## config.mk

```make
export PLATFORM = sky130hd
export DESIGN_NAME = pwr_wake_ctrl
export DESIGN_NICKNAME = d
export VERILOG_FILES = /design/src/rtl/pwr_pkg.sv /design/src/rtl/pwr_wake_qual.sv /design/src/rtl/pwr_ost_timer.sv /design/src/rtl/pwr_status_bits.sv /design/src/rtl/pwr_wake_ctrl.sv
export SDC_FILE = /design/constraint.sdc
export NUM_CORES = 1
export LEC_CHECK = 0
export BUFFER_PORTS_ARGS = -buffer_cell sky130_fd_sc_hd__buf_2
export CORE_MARGIN = 2
export CORE_UTILIZATION = 47
export CTS_CLUSTER_DIAMETER = 50
export DETAILED_ROUTE_END_ITERATION = 16
export GPL_TIMING_DRIVEN = 0
export PLACE_DENSITY = 0.78
export SYNTH_ARGS = -nofsm -noshare
export SYNTH_HDL_FRONTEND = slang
export SYNTH_SLANG_ARGS = --single-unit
```

## constraint.sdc

```tcl
create_clock -name clk -period 2.15 [get_ports clk]
set_clock_uncertainty 0.15 [all_clocks]
set_input_delay 0.3225 -clock clk [delete_from_list [all_inputs] [get_ports clk]]
set_output_delay 0.3225 -clock clk [all_outputs]
set_load 0.1 [all_outputs]
```

## src/rtl/pwr_pkg.sv

```systemverilog
package pwr_pkg;
  typedef enum logic [1:0] {
    ST_RUN   = 2'd0,
    ST_IDLE  = 2'd1,
    ST_SLEEP = 2'd2,
    ST_OSCW  = 2'd3
  } pstate_t;
endpackage

```

## src/rtl/pwr_wake_qual.sv

```systemverilog
module pwr_wake_qual #(
  parameter int N_SRC  = 4,
  parameter int PRIO_W = 3
) (
  input  logic [N_SRC-1:0]        irq_req,
  input  logic [N_SRC-1:0]        irq_en,
  input  logic [N_SRC*PRIO_W-1:0] irq_prio,
  input  logic [PRIO_W-1:0]       cpu_prio,
  output logic                    irq_wake
);
  logic [N_SRC-1:0] hit;

  for (genvar i = 0; i < N_SRC; i++) begin : g_src
    assign hit[i] = irq_req[i] & irq_en[i] &
                    (irq_prio[i*PRIO_W +: PRIO_W] > cpu_prio);
  end

  assign irq_wake = |hit;
endmodule

```

## src/rtl/pwr_ost_timer.sv

```systemverilog
module pwr_ost_timer #(
  parameter int OST_CYCLES = 16
) (
  input  logic clk,
  input  logic rst,
  input  logic load,
  input  logic tick,
  output logic done
);
  localparam int CW = $clog2(OST_CYCLES + 1);
  localparam logic [CW-1:0] LOADV = CW'(OST_CYCLES);

  logic [CW-1:0] cnt;

  always_ff @(posedge clk) begin
    if (rst)                      cnt <= '0;
    else if (load)                cnt <= LOADV;
    else if (tick && cnt != '0)   cnt <= cnt - 1'b1;
  end

  assign done = (cnt == '0);
endmodule

```

## src/rtl/pwr_status_bits.sv

```systemverilog
module pwr_status_bits (
  input  logic clk,
  input  logic rst,
  input  logic por,
  input  logic clr,
  input  logic set_sleep,
  input  logic set_idle,
  input  logic set_wdto,
  output logic stat_sleep,
  output logic stat_idle,
  output logic stat_wdto
);
  always_ff @(posedge clk) begin
    if (rst || por) begin
      stat_sleep <= 1'b0;
      stat_idle  <= 1'b0;
      stat_wdto  <= 1'b0;
    end else begin
      stat_sleep <= set_sleep | (stat_sleep & ~clr);
      stat_idle  <= set_idle  | (stat_idle  & ~clr);
      stat_wdto  <= set_wdto  | (stat_wdto  & ~clr);
    end
  end
endmodule

```

## src/rtl/pwr_wake_ctrl.sv

```systemverilog
module pwr_wake_ctrl
  import pwr_pkg::*;
#(
  parameter int N_SRC      = 4,
  parameter int PRIO_W     = 3,
  parameter int OST_CYCLES = 16
) (
  input  logic                    clk,
  input  logic                    rst,
  input  logic                    psave_req,
  input  logic                    psave_mode,
  input  logic [N_SRC-1:0]        irq_req,
  input  logic [N_SRC-1:0]        irq_en,
  input  logic [N_SRC*PRIO_W-1:0] irq_prio,
  input  logic [PRIO_W-1:0]       cpu_prio,
  input  logic                    wdt_en,
  input  logic                    wdt_timeout,
  input  logic                    rst_por,
  input  logic                    rst_other,
  input  logic                    lp_tick,
  input  logic                    osc_stable,
  input  logic                    fscm_en,
  input  logic                    stat_clr,
  output logic                    cpu_clk_en,
  output logic                    periph_clk_en,
  output logic                    osc_en,
  output logic                    fallback_sel,
  output logic                    clk_fail_trap,
  output logic                    stat_sleep,
  output logic                    stat_idle,
  output logic                    stat_wdto
);
  pstate_t st, st_n;
  logic irq_wake, wdt_wake, wake;
  logic ost_load, ost_done;
  logic set_sl, set_id, set_wd, trap_n, fb_set;

  pwr_wake_qual #(.N_SRC(N_SRC), .PRIO_W(PRIO_W)) u_qual (
    .irq_req(irq_req), .irq_en(irq_en), .irq_prio(irq_prio),
    .cpu_prio(cpu_prio), .irq_wake(irq_wake)
  );

  assign wdt_wake = wdt_en & wdt_timeout;
  assign wake     = irq_wake | wdt_wake;

  pwr_ost_timer #(.OST_CYCLES(OST_CYCLES)) u_ost (
    .clk(clk), .rst(rst), .load(ost_load), .tick(lp_tick), .done(ost_done)
  );

  always_comb begin
    st_n     = st;
    ost_load = 1'b0;
    set_sl   = 1'b0;
    set_id   = 1'b0;
    set_wd   = 1'b0;
    trap_n   = 1'b0;
    fb_set   = 1'b0;
    if (rst_por) begin
      st_n = ST_RUN;
    end else if (rst_other) begin
      st_n   = ST_RUN;
      set_sl = (st == ST_SLEEP) || (st == ST_OSCW);
      set_id = (st == ST_IDLE);
    end else begin
      unique case (st)
        ST_RUN: begin
          if (psave_req && !wake) st_n = psave_mode ? ST_SLEEP : ST_IDLE;
        end
        ST_IDLE: begin
          if (wake) begin
            st_n   = ST_RUN;
            set_id = 1'b1;
            set_wd = wdt_wake;
          end
        end
        ST_SLEEP: begin
          if (wake) begin
            st_n     = ST_OSCW;
            ost_load = 1'b1;
            set_sl   = 1'b1;
            set_wd   = wdt_wake;
          end
        end
        ST_OSCW: begin
          if (ost_done) begin
            if (osc_stable) begin
              st_n = ST_RUN;
            end else if (fscm_en) begin
              st_n   = ST_RUN;
              trap_n = 1'b1;
              fb_set = 1'b1;
            end
          end
        end
        default: st_n = ST_RUN;
      endcase
    end
  end

  always_ff @(posedge clk) begin
    if (rst) begin
      st            <= ST_RUN;
      clk_fail_trap <= 1'b0;
      fallback_sel  <= 1'b0;
    end else begin
      st            <= st_n;
      clk_fail_trap <= trap_n;
      if (rst_por)     fallback_sel <= 1'b0;
      else if (fb_set) fallback_sel <= 1'b1;
    end
  end

  assign cpu_clk_en    = (st == ST_RUN);
  assign periph_clk_en = (st == ST_RUN) || (st == ST_IDLE);
  assign osc_en        = (st != ST_SLEEP);

  pwr_status_bits u_stat (
    .clk(clk), .rst(rst), .por(rst_por), .clr(stat_clr),
    .set_sleep(set_sl), .set_idle(set_id), .set_wdto(set_wd),
    .stat_sleep(stat_sleep), .stat_idle(stat_idle), .stat_wdto(stat_wdto)
  );
endmodule

```

==> flow_summary.yaml <==
worst_setup_path:
  worstPathRequired_ps: 1680
  cp.buffers_inverters: 3
  slowest_stage: "buf_2"
  cp_cell_sequence: "inv_1, ha_1, inv_1, buf_2"
  critPathTopFamily: "buffers and inverters"
  crit_fanout: 5
  cp.arrival_ps: 1570
  cpMostUsedCell: "inv_1"
  critPathKind: "register to output port"
  end_kind: "output port"
  cp_slowest_stage_delay_ps: 430
  cp-start-kind: "register"
cells_and_area:
  num-nets-final: 216
  antenna_cells: 0
  area.growth.synth_to_final_pct: 27.38
  fillers: 195
  drive_gt1_share_pct: 36.42
timing:
  fin_crit_ps: 2047
  worstMarginPinSlew_ps: 488.9
  finalHoldViolations: 0
  setup_violations: 0
  setup_ws_ps: 102.8
  rsz0062_at_grt: "false"
  period_share_pct: 95.22
  drv_slew: 0
  hold_slack_ps: 111.4
  timing.fmax_ghz: 0.4885
  max-slew-margin-rel_pct: 67.63
power:
  p_leak_nw: 0.6579
  power_density_mw_per_mm2: 633.7
  ir_drop_v: 0.0006958
  p_total_w: 0.0008373
synth:
  synth-async-reset-ratio_pct: 0
  yosysMostFrequentCell: "ha_1"
  syn_avg_cell_area_um2: 8.942
  ys_seq_elements: 12
  synth_area_leader_cell: "dfxtp_1"
  synth-main-ff-cell: "dfxtp_1"
  synthCells: 116
  synth_top_area_share_pct: 23.16
  synth_nets: 169
  yosysSeqAreaShare_pct: 23.16
  synth_warnings: 0
  netlist_area_mm2: 0.001037
  synth_area_leaders: "dfxtp_1, ha_1, inv_1, nor2_1, o21ai_0"
  synth_edf_count: 0
  yosys-top-cells-count: "ha_1, inv_1, dfxtp_1, nor2_1"
  synth_cell_types: 35
cts:
  clk_path_buf_depth: 2
  cts_tree: "done"
  cts-root-buf: "clkbuf_4"
  clk_latency_ps: 270
  post-cts-setup-buffers: 0
  cts_resized: 0
  path_clk_slew_ps: 70
  postCtsHoldBufs: 0
  cts_made_buffers: 3
  cts_sinks: 12
  cts_max_level: 1
grt:
  antenna_found_initial: 0
  grt_overflow: 0
  grt_first_pass_wirelength_um: 3822
  grt_max_degree: 8
  grt_use_total_pct: 19.14
  grt_pass1_vias: 954
floorplan:
  dieWidth_um: 50.98
  initial_core_util_pct: 48.28
  pin_count: 43
  coreArea_mm2: 0.002148
  die-area_mm2: 0.002598
  die_y_um: 50.98
  std_cell_rows: 17
route:
  route.detailed.drc: 0
  ant_nets: 0
  routed_wl_um: 2304
  num_vias: 1009
  drt-pass1-iter-count: 4
  drtIter0Drc: 23
  routed_via_density: 5.311
  wl_per_cell_um: 12.13
placement:
  pre_cts_slack_ps: -103.2
  place_congestion: 0.7904
  port_buffers: 42
  dpl.hpwl_um: 1939
run:
  drv_cap: 0
worst_hold_path:
  min_path_type: "primary input to register"
run_status:
  outcome: "completed"
## power by group
part           internal (W)  total [W]  leakage, nW  switching, W
logic              0.000165   0.000375        0.539      0.000210
registers          0.000260   0.000285       0.0976     0.0000256
clock network      0.000103   0.000177       0.0210     0.0000740
total              0.000527   0.000837        0.658      0.000310
## kinds of logic (layout without fill, tap and decap cells)
logic type                 after synthesis  after routing  share of synthesized area [%]
adders and majority gates               18             18                          21.71
DFF                                     12             12                          23.16
xor gates and xnor gates                 4              4                          3.378
and+or+nand+nor                         39             39                          20.99
buffers and inverters                   14             60                          5.066
AOI/OAI and AO/OA                       29             29                          25.69
## state kept, by name, summed over array words and instances, names as in the netlist
name	flops
u_stat.stat_sleep	1
u_ost.cnt	5
clk_fail_trap	1
st	2
fallback_sel	1
u_stat.stat_idle	1
u_stat.stat_wdto	1
## placed cells by master, fill, tap and decap left out, types with 2 or more instances in the layout
| cell type | Yosys | layout |
|---|---|---|
| a21oi_1 | 5 | 5 |
| a41oi_1 | 2 | 2 |
| buf_2 | 0 | 42 |
| clkbuf_4 | 0 | 3 |
| dfxtp_1 | 12 | 12 |
| ha_1 | 18 | 17 |
| inv_1 | 13 | 13 |
| nand2_1 | 6 | 6 |
| nand2b_1 | 3 | 3 |
| nand3_1 | 5 | 5 |
| nand3b_1 | 2 | 2 |
| nor2_1 | 11 | 11 |
| nor2b_1 | 3 | 3 |
| o2111ai_1 | 2 | 2 |
| o21a_1 | 2 | 2 |
| o21ai_0 | 6 | 6 |
| o311ai_1 | 2 | 2 |
| or2_2 | 3 | 3 |
| xor2_1 | 3 | 3 |
## metrics by stage
step	setup TNS [ps]	instances	area [um^2]	util, %
6_report	0	190	1321	61.50
5_1_grt	0	190	1321	61.50
4_1_cts	0	190	1321	61.50
3_5_place_dp	-247.1	186	1285	59.81
3_3_place_gp	-123.7	186	1285	59.81
2_1_floorplan	0	116	1040	-
## worst paths after layout
| kind | end | cells past startpoint | slack [ps] | startpoint |
|---|---|---|---|---|
| setup / recovery | osc_en | 4 | 100 | st[0] |
| hold / removal | u_ost.cnt[4] | 2 | 110 | rst |
| setup reg to reg | st[1] | 6 | 210 | st[0] |
| hold reg to reg | fallback_sel | 2 | 320 | fallback_sel |
## per-layer routing
metal  GRT usage, %  share of wire, %  vias to the layer above  wire length [um]
li1               -                 -                      510                 -
met1          20.29                42                      459               963
met2          36.80                52                       34              1199
met3          4.971               4.8                        6               110
met4          4.955               1.3                        0                31
met5              0                 0                        -                 0
## final cells by class
class	count	area [um^2]	share of cell area, %
plain buffers	1	3.754	0.2841
clock buffers	4	36.28	2.746
inverters	13	48.80	3.693
multi-input cells	90	747.0	56.53
flip-flops and latches	12	240.2	18.18
well taps	28	35.03	2.652
repair buffers	42	210.2	15.91
Power figures use the tool's default switching activity.
